--- src/rtl/flash_cmd_pkg.sv ---
// Package: shared encodings for the flash command sequencer.
// Assumes the command address compare uses 15 bits and the command data compare uses 8 bits.
package flash_cmd_pkg;
    localparam int CMD_AW = 15;
    localparam int CMD_DW = 8;

    localparam logic [CMD_AW-1:0] KEY_ADDR_A = 15'h5555;
    localparam logic [CMD_AW-1:0] KEY_ADDR_B = 15'h2AAA;

    localparam logic [CMD_DW-1:0] C_KEY1    = 8'hAA;
    localparam logic [CMD_DW-1:0] C_KEY2    = 8'h55;
    localparam logic [CMD_DW-1:0] C_PROG    = 8'hA0;
    localparam logic [CMD_DW-1:0] C_ERASE   = 8'h80;
    localparam logic [CMD_DW-1:0] C_IDENT   = 8'h90;
    localparam logic [CMD_DW-1:0] C_QUERY   = 8'h98;
    localparam logic [CMD_DW-1:0] C_SECID   = 8'h88;
    localparam logic [CMD_DW-1:0] C_EXIT    = 8'hF0;
    localparam logic [CMD_DW-1:0] C_SUSPEND = 8'hB0;
    localparam logic [CMD_DW-1:0] C_SECTOR  = 8'h30;
    localparam logic [CMD_DW-1:0] C_BLOCK   = 8'h50;
    localparam logic [CMD_DW-1:0] C_CHIP    = 8'h10;

    localparam logic [15:0] MFR_CODE = 16'h00BF;

    typedef enum logic [2:0] {
        SQ_IDLE, SQ_UNL1, SQ_UNL2, SQ_PROG, SQ_ERA3, SQ_ERA4, SQ_ERA5
    } seq_t;

    typedef enum logic [1:0] {
        RM_ARRAY = 2'd0, RM_ID = 2'd1, RM_CFI = 2'd2, RM_SECID = 2'd3
    } rmode_t;

    typedef enum logic [2:0] {
        OP_NONE, OP_PROG, OP_SECT, OP_BLK, OP_CHIP, OP_SUSP, OP_RES
    } op_t;

    typedef struct packed {
        logic at_a;
        logic at_b;
        logic d_key1;
        logic d_key2;
        logic d_prog;
        logic d_erase;
        logic d_ident;
        logic d_query;
        logic d_secid;
        logic d_exit;
        logic d_susp;
        logic d_sector;
        logic d_block;
        logic d_chip;
    } match_t;
endpackage

--- src/rtl/flash_cmd_decode.sv ---
// Module: flash_cmd_decode
// Compares the low address and data bits of a host write against the fixed
// command keys. Purely combinational; assumes the caller slices the low bits.
module flash_cmd_decode
    import flash_cmd_pkg::*;
(
    input  logic [CMD_AW-1:0] low_addr,
    input  logic [CMD_DW-1:0] low_data,
    output match_t            hit
);
    // Key comparison: one flag per address key and per command code.
    always_comb begin
        hit.at_a     = (low_addr == KEY_ADDR_A);
        hit.at_b     = (low_addr == KEY_ADDR_B);
        hit.d_key1   = (low_data == C_KEY1);
        hit.d_key2   = (low_data == C_KEY2);
        hit.d_prog   = (low_data == C_PROG);
        hit.d_erase  = (low_data == C_ERASE);
        hit.d_ident  = (low_data == C_IDENT);
        hit.d_query  = (low_data == C_QUERY);
        hit.d_secid  = (low_data == C_SECID);
        hit.d_exit   = (low_data == C_EXIT);
        hit.d_susp   = (low_data == C_SUSPEND);
        hit.d_sector = (low_data == C_SECTOR);
        hit.d_block  = (low_data == C_BLOCK);
        hit.d_chip   = (low_data == C_CHIP);
    end
endmodule

--- src/rtl/flash_boot_guard.sv ---
// Module: flash_boot_guard
// Flags whether a block index names the protected boot block. BOOT_TOP picks
// the highest block (1) or the lowest block (0). Combinational.
module flash_boot_guard #(
    parameter int IDX_W    = 7,
    parameter bit BOOT_TOP = 1'b0
) (
    input  logic [IDX_W-1:0] blk_idx,
    output logic             in_boot
);
    generate
        if (BOOT_TOP) begin : g_top
            // Top boot block: all index bits set.
            assign in_boot = &blk_idx;
        end else begin : g_bottom
            // Bottom boot block: all index bits clear.
            assign in_boot = ~|blk_idx;
        end
    endgenerate
endmodule

--- src/rtl/flash_cmd_fsm.sv ---
// Module: flash_cmd_fsm
// Walks the unlock handshakes, keeps the read mode and issues one-clock
// operation pulses. Assumes wr_en is a single-clock strobe per host write and
// that in_boot describes the current wr_addr.
module flash_cmd_fsm
    import flash_cmd_pkg::*;
#(
    parameter int ADDR_W = 22
) (
    input  logic              clk,
    input  logic              rst_n,
    input  logic              wr_en,
    input  logic [ADDR_W-1:0] wr_addr,
    input  logic [15:0]       wr_data,
    input  match_t            hit,
    input  logic              in_boot,
    input  logic              busy,
    input  logic              wp_n,
    output logic              prog_start,
    output logic              sect_erase_start,
    output logic              blk_erase_start,
    output logic              chip_erase_start,
    output logic              suspend_req,
    output logic              resume_req,
    output logic [ADDR_W-1:0] op_addr,
    output logic [15:0]       op_data,
    output rmode_t            read_mode
);
    seq_t   sq_q, sq_n;
    rmode_t rm_n;
    op_t    op_q, op_n;
    logic   guarded;

    // Protection applies only while wp_n is low and the target is the boot block.
    assign guarded = in_boot && !wp_n;

    // Next-state logic: handshake step, read mode and the operation to launch.
    always_comb begin
        sq_n = sq_q;
        rm_n = read_mode;
        op_n = OP_NONE;
        if (wr_en) begin
            if (busy) begin
                if (sq_q == SQ_IDLE && hit.d_susp) op_n = OP_SUSP;
            end else begin
                unique case (sq_q)
                    SQ_IDLE: begin
                        if (hit.at_a && hit.d_key1) sq_n = SQ_UNL1;
                        else if (hit.d_exit)        rm_n = RM_ARRAY;
                        else if (hit.d_susp)        op_n = OP_SUSP;
                        else if (hit.d_sector)      op_n = OP_RES;
                    end
                    SQ_UNL1: begin
                        if (hit.at_b && hit.d_key2) sq_n = SQ_UNL2;
                        else begin sq_n = SQ_IDLE; rm_n = RM_ARRAY; end
                    end
                    SQ_UNL2: begin
                        sq_n = SQ_IDLE;
                        if (!hit.at_a)          rm_n = RM_ARRAY;
                        else if (hit.d_prog)    sq_n = SQ_PROG;
                        else if (hit.d_erase)   sq_n = SQ_ERA3;
                        else if (hit.d_ident)   rm_n = RM_ID;
                        else if (hit.d_query)   rm_n = RM_CFI;
                        else if (hit.d_secid)   rm_n = RM_SECID;
                        else                    rm_n = RM_ARRAY;
                    end
                    SQ_PROG: begin
                        sq_n = SQ_IDLE;
                        if (!guarded) op_n = OP_PROG;
                    end
                    SQ_ERA3: begin
                        if (hit.at_a && hit.d_key1) sq_n = SQ_ERA4;
                        else begin sq_n = SQ_IDLE; rm_n = RM_ARRAY; end
                    end
                    SQ_ERA4: begin
                        if (hit.at_b && hit.d_key2) sq_n = SQ_ERA5;
                        else begin sq_n = SQ_IDLE; rm_n = RM_ARRAY; end
                    end
                    SQ_ERA5: begin
                        sq_n = SQ_IDLE;
                        if (hit.d_sector) begin
                            if (!guarded) op_n = OP_SECT;
                        end else if (hit.d_block) begin
                            if (!guarded) op_n = OP_BLK;
                        end else if (hit.d_chip && hit.at_a) begin
                            if (wp_n) op_n = OP_CHIP;
                        end else begin
                            rm_n = RM_ARRAY;
                        end
                    end
                    default: begin
                        sq_n = SQ_IDLE;
                        rm_n = RM_ARRAY;
                    end
                endcase
            end
        end
    end

    // State registers: handshake step, read mode and pending pulse.
    always_ff @(posedge clk) begin
        if (!rst_n) begin
            sq_q      <= SQ_IDLE;
            read_mode <= RM_ARRAY;
            op_q      <= OP_NONE;
        end else begin
            sq_q      <= sq_n;
            read_mode <= rm_n;
            op_q      <= op_n;
        end
    end

    // Target latch: captured only when an operation is launched.
    always_ff @(posedge clk) begin
        if (!rst_n) begin
            op_addr <= '0;
            op_data <= '0;
        end else if (op_n != OP_NONE) begin
            op_addr <= wr_addr;
            op_data <= wr_data;
        end
    end

    // Pulse decode from the registered operation.
    assign prog_start       = (op_q == OP_PROG);
    assign sect_erase_start = (op_q == OP_SECT);
    assign blk_erase_start  = (op_q == OP_BLK);
    assign chip_erase_start = (op_q == OP_CHIP);
    assign suspend_req      = (op_q == OP_SUSP);
    assign resume_req       = (op_q == OP_RES);

    logic any_pulse;
    assign any_pulse = prog_start | sect_erase_start | blk_erase_start |
                       chip_erase_start | suspend_req | resume_req;

    // reset clears mode and pulses on the next clock.
    p_reset_clears_r1: assert property (@(posedge clk)
        !rst_n |=> (read_mode == RM_ARRAY && !any_pulse));

    // a program pulse carries the address and data of the write before it.
    p_prog_latch_r2: assert property (@(posedge clk) disable iff (!rst_n)
        prog_start |-> (op_addr == $past(wr_addr) && op_data == $past(wr_data)));

    // a write while busy launches nothing but a suspend and leaves the mode alone.
    p_busy_quiet_r8: assert property (@(posedge clk) disable iff (!rst_n)
        (wr_en && busy) |=> (!prog_start && !sect_erase_start && !blk_erase_start &&
                             !chip_erase_start && !resume_req && $stable(read_mode)));

    // chip erase never launches from a write seen with wp_n low.
    p_chip_wp_r9: assert property (@(posedge clk) disable iff (!rst_n)
        chip_erase_start |-> $past(wp_n));

    // no program launches from a protected boot-block write.
    p_prog_boot_r9: assert property (@(posedge clk) disable iff (!rst_n)
        prog_start |-> !($past(in_boot) && !$past(wp_n)));

    // every pulse follows a host write and lasts one clock.
    p_pulse_after_write_r11: assert property (@(posedge clk) disable iff (!rst_n)
        any_pulse |-> $past(wr_en));
    p_pulse_single_r11: assert property (@(posedge clk) disable iff (!rst_n)
        (prog_start || sect_erase_start || blk_erase_start || chip_erase_start) |=>
        !(prog_start || sect_erase_start || blk_erase_start || chip_erase_start));
endmodule

--- src/rtl/flash_cmd_seq.sv ---
// Module: flash_cmd_seq (top)
// Command front end of a word-wide NOR flash model: decodes handshakes,
// keeps the read mode and provides the identification words. Assumes one
// host write per wr_en strobe and a synchronous active-low reset.
module flash_cmd_seq
    import flash_cmd_pkg::*;
#(
    parameter int          ADDR_W   = 22,
    parameter int          BLK_LSB  = 15,
    parameter bit          BOOT_TOP = 1'b0,
    parameter logic [15:0] DEV_CODE = 16'h236B
) (
    input  logic              clk,
    input  logic              rst_n,
    input  logic              wr_en,
    input  logic [ADDR_W-1:0] wr_addr,
    input  logic [15:0]       wr_data,
    input  logic [ADDR_W-1:0] rd_addr,
    input  logic              busy,
    input  logic              wp_n,
    output logic              prog_start,
    output logic              sect_erase_start,
    output logic              blk_erase_start,
    output logic              chip_erase_start,
    output logic              suspend_req,
    output logic              resume_req,
    output logic [ADDR_W-1:0] op_addr,
    output logic [15:0]       op_data,
    output logic [1:0]        read_mode,
    output logic [15:0]       id_data
);
    localparam int IDX_W = ADDR_W - BLK_LSB;

    match_t hit;
    logic   in_boot;
    rmode_t mode;

    flash_cmd_decode u_decode (
        .low_addr (wr_addr[CMD_AW-1:0]),
        .low_data (wr_data[CMD_DW-1:0]),
        .hit      (hit)
    );

    flash_boot_guard #(.IDX_W(IDX_W), .BOOT_TOP(BOOT_TOP)) u_guard (
        .blk_idx (wr_addr[ADDR_W-1:BLK_LSB]),
        .in_boot (in_boot)
    );

    flash_cmd_fsm #(.ADDR_W(ADDR_W)) u_fsm (
        .clk              (clk),
        .rst_n            (rst_n),
        .wr_en            (wr_en),
        .wr_addr          (wr_addr),
        .wr_data          (wr_data),
        .hit              (hit),
        .in_boot          (in_boot),
        .busy             (busy),
        .wp_n             (wp_n),
        .prog_start       (prog_start),
        .sect_erase_start (sect_erase_start),
        .blk_erase_start  (blk_erase_start),
        .chip_erase_start (chip_erase_start),
        .suspend_req      (suspend_req),
        .resume_req       (resume_req),
        .op_addr          (op_addr),
        .op_data          (op_data),
        .read_mode        (mode)
    );

    assign read_mode = mode;

    // Identification words, driven only while ID mode is active.
    always_comb begin
        id_data = '0;
        if (mode == RM_ID) begin
            if (rd_addr == ADDR_W'(0))      id_data = MFR_CODE;
            else if (rd_addr == ADDR_W'(1)) id_data = DEV_CODE;
        end
    end

    // outside ID mode the identification output stays zero.
    p_id_quiet_r10: assert property (@(posedge clk) disable iff (!rst_n)
        (read_mode != 2'd1) |-> (id_data == 16'h0000));
endmodule

--- config.mk ---
export PLATFORM = sky130hd
export DESIGN_NAME = flash_cmd_seq
export DESIGN_NICKNAME = d
export VERILOG_FILES = /design/src/rtl/flash_cmd_pkg.sv /design/src/rtl/flash_cmd_decode.sv /design/src/rtl/flash_boot_guard.sv /design/src/rtl/flash_cmd_fsm.sv /design/src/rtl/flash_cmd_seq.sv
export SDC_FILE = /design/constraint.sdc
export NUM_CORES = 1
export LEC_CHECK = 0
export BUFFER_PORTS_ARGS = -buffer_cell sky130_fd_sc_hd__buf_2
export CORE_UTILIZATION = 35
export CTS_CLUSTER_DIAMETER = 80
export DETAILED_ROUTE_END_ITERATION = 6
export PLACE_DENSITY_LB_ADDON = 0.05
export SLEW_MARGIN = 10
export SYNTH_ARGS = -nofsm -noshare
export SYNTH_HDL_FRONTEND = slang
export SYNTH_HIERARCHICAL = 1
export SYNTH_SLANG_ARGS = --single-unit
export TNS_END_PERCENT = 100
--- constraint.sdc ---
create_clock -name clk -period 2.8 [get_ports clk]
set_input_delay 0.28 -clock clk [delete_from_list [all_inputs] [get_ports clk]]
set_output_delay 0.28 -clock clk [all_outputs]
set_load 0.01 [all_outputs]
==> impl_metrics.tcl <==
set metrics [dict create \
    status "finished, final reports clean" \
    drcViolationCount 0 \
    hold_viol 0 \
    yosys_warnings 6 \
    worstMarginPinSlew_ps 608 \
    worst_slack_ps 401 \
    drtPass1Iterations 5 \
    grt_pass1_vias 3532 \
    synth_enable_flop_cells 0 \
    clockBufferDepth 2 \
    cts_tree "built" \
    synthArstFlopShare 0 \
    p_switching_uw 467 \
    wl_um 11100 \
    postSynthAreaPerCell_um2 7.18 \
    synthCells 495 \
    fin_crit_ps 2400 \
    cts-root-buf "clkbuf_8" \
    cts_made_buffers 5 \
    fin_nets 658 \
    setup_tns_ps 0 \
    seq_power_share 0.475 \
    ys_seq_elements 46 \
    final_cell_mix "121 x buf_2, 50 x nor2_1, 46 x dfxtp_1" \
    cts_resized 0 \
    internal-power_mw 1.01 \
    synth_cell_type_count 48 \
    clock_sinks 46 \
    drv_cap 0 \
    cts_hold_buf 0 \
    leakage_nw 2.01 \
    fp.coreArea_um2 9820 \
    grt_usage 0.205 \
    worst_skew_pair.late_latency_ps 310 \
    muxShareOfSynthArea 0 \
    grt_pass1_wl_um 17200 \
    initial_utilization 0.362 \
    p_per_area_nw_per_um2 332 \
    finalWeightedCongestion 0.809 \
    switching_share 0.316 \
    die_area_um2 10600 \
    htreeDepth 2 \
    critPathKind "input pin to register" \
    startpoint_type "input pin" \
    rsz0062_at_grt "no" \
    relSlewSlack 0.591 \
    syn-cell-area_um2 3550 \
    antenna_cells 0 \
    grt_max_degree 59 \
    ant_nets 0 \
    cts_setup_buffers 0 \
    yosys.area_share.adder 0 \
    io_buffers 121 \
    pwr-share-clk 0.291 \
    clkTransAtPathRegs_ps 100 \
    antenna_found_initial 0 \
    drive_gt1_frac 0.278 \
    wl_per_cell_um 15.2 \
    vias 4014 \
    synth-xor-area-share 0.00493 \
    skew_ps 18.8 \
    synth_top_family_by_area "simple AND/OR/NAND/NOR gates" \
    synth_seq_area_share 0.259 \
    gr-total-overflow 0 \
    hp-class "input pin to register" \
    dp_slack_ps 101 \
    final-max-slew-violation-count 0 \
    finalSetupViolations 0 \
    worst_ep_required_time_ps 2980 \
    cp_max_fo 18 \
    endpoint_kind "register" \
    synth_compound_area_frac 0.190 \
    max_freq_mhz 417 \
    detail_route.iter0.violations 187 \
    fp.dieH_um 103 \
    final_common_cell "buf_2" \
    dp_hpwl_um 7660 \
    syn_to_final_growth_pct 25.4 \
    die_x_um 103 \
    arrival_ps 2580 \
    rows 36 \
    synth-simple-area-share 0.450 \
    peakVddDrop_mv 0.187 \
    io_pins 127 \
    pwr-share-comb 0.234 \
    viasPerCell 5.52 \
    synth-main-ff-cell "dfxtp_1" \
    final.period_utilization 0.857 \
]
[synth_stat cells, types with 6 or more instances]
library cell | count | area, µm²
and2_1 | 39 | 244
buf_4 | 19 | 143
nand4_1 | 40 | 250
nand3b_1 | 6 | 45.0
nand2_1 | 44 | 165
nor4_1 | 9 | 56.3
o21ai_0 | 21 | 105
nand2b_1 | 6 | 37.5
a2bb2oi_1 | 38 | 333
o21ai_1 | 22 | 110
clkbuf_1 | 23 | 86.3
nand3_1 | 40 | 200
buf_2 | 9 | 45.0
nor3_1 | 11 | 55.1
nor2_1 | 50 | 188
dfxtp_1 | 46 | 921
[final timing paths]
kind | startpoint | endpoint | slack, ps | depth (start not counted)
setup / recovery | wr_addr[1] | u_fsm/op_addr[15] | 400 | 10
hold / removal | wr_data[13] | u_fsm/op_data[13] | 320 | 4
setup reg to reg | u_fsm/sq_q[2] | u_fsm/op_addr[15] | 610 | 6
hold reg to reg | u_fsm/read_mode[1] | u_fsm/read_mode[1] | 480 | 2
[critical path: stages]
cell and delay [ps]:
buf_2 110, or4b_1 520, nor4_1 350, buf_4 200
nand2_1 110, and3_1 200, a211o_1 310, buf_4 210
o21ai_0 190, nand3_1 90
[area by class of cell]
| class | count | area [µm²] |
|---|---|---|
| well taps | 133 | 166 |
| multi-input cells | 391 | 2360 |
| flip-flops and latches | 46 | 921 |
| inverters | 4 | 15.0 |
| clock inverters | 2 | 13.8 |
| clock buffers | 6 | 72.6 |
| repair buffers | 145 | 911 |
| fillers | 1051 | 5360 |
[per-layer routing]
layer,wire [µm],part of all wire,global-route usage
met1,5160,0.47,0.276
met3,654,0.059,0.0373
met5,0,0,0
met2,5140,0.46,0.341
met4,120,0.011,0.0455
[cells by family after synthesis]
family | Yosys count
AO/OA/AOI/OAI | 97
XOR/XNOR | 2
buffers and inverters | 62
flip-flops | 46
AND/OR/NAND/NOR | 287
other | 1
[state kept, by name (all words and copies together), names as in the netlist]
register and count:
u_fsm/op_data 16, u_fsm/sq_q 3, u_fsm/read_mode 2, u_fsm/op_q 3
u_fsm/op_addr 22
[through the flow]
stage	instance area, µm²	hold slack (ps)	instances	util	total power [mW]
2_1_floorplan	3570	498	499	-	0.904
5_1_grt	4460	335	727	0.454	1.55
3_5_place_dp	4370	479	719	0.445	1.06
3_3_place_gp	4370	476	719	0.445	1.06
6_report	4460	321	727	0.454	1.48
4_1_cts	4460	313	727	0.454	1.50
[power by group through the flow]
| stage | logic [mW] | clock network [mW] | registers, mW |
|---|---|---|---|
| floorplan | 0.172 | 0 | 0.731 |
| global placement | 0.343 | 0 | 0.716 |
| detailed placement | 0.346 | 0 | 0.717 |
| CTS | 0.347 | 0.446 | 0.703 |
| global route | 0.381 | 0.464 | 0.706 |
| finish | 0.346 | 0.431 | 0.702 |
Note: power is estimated with default switching activity, not from simulation.
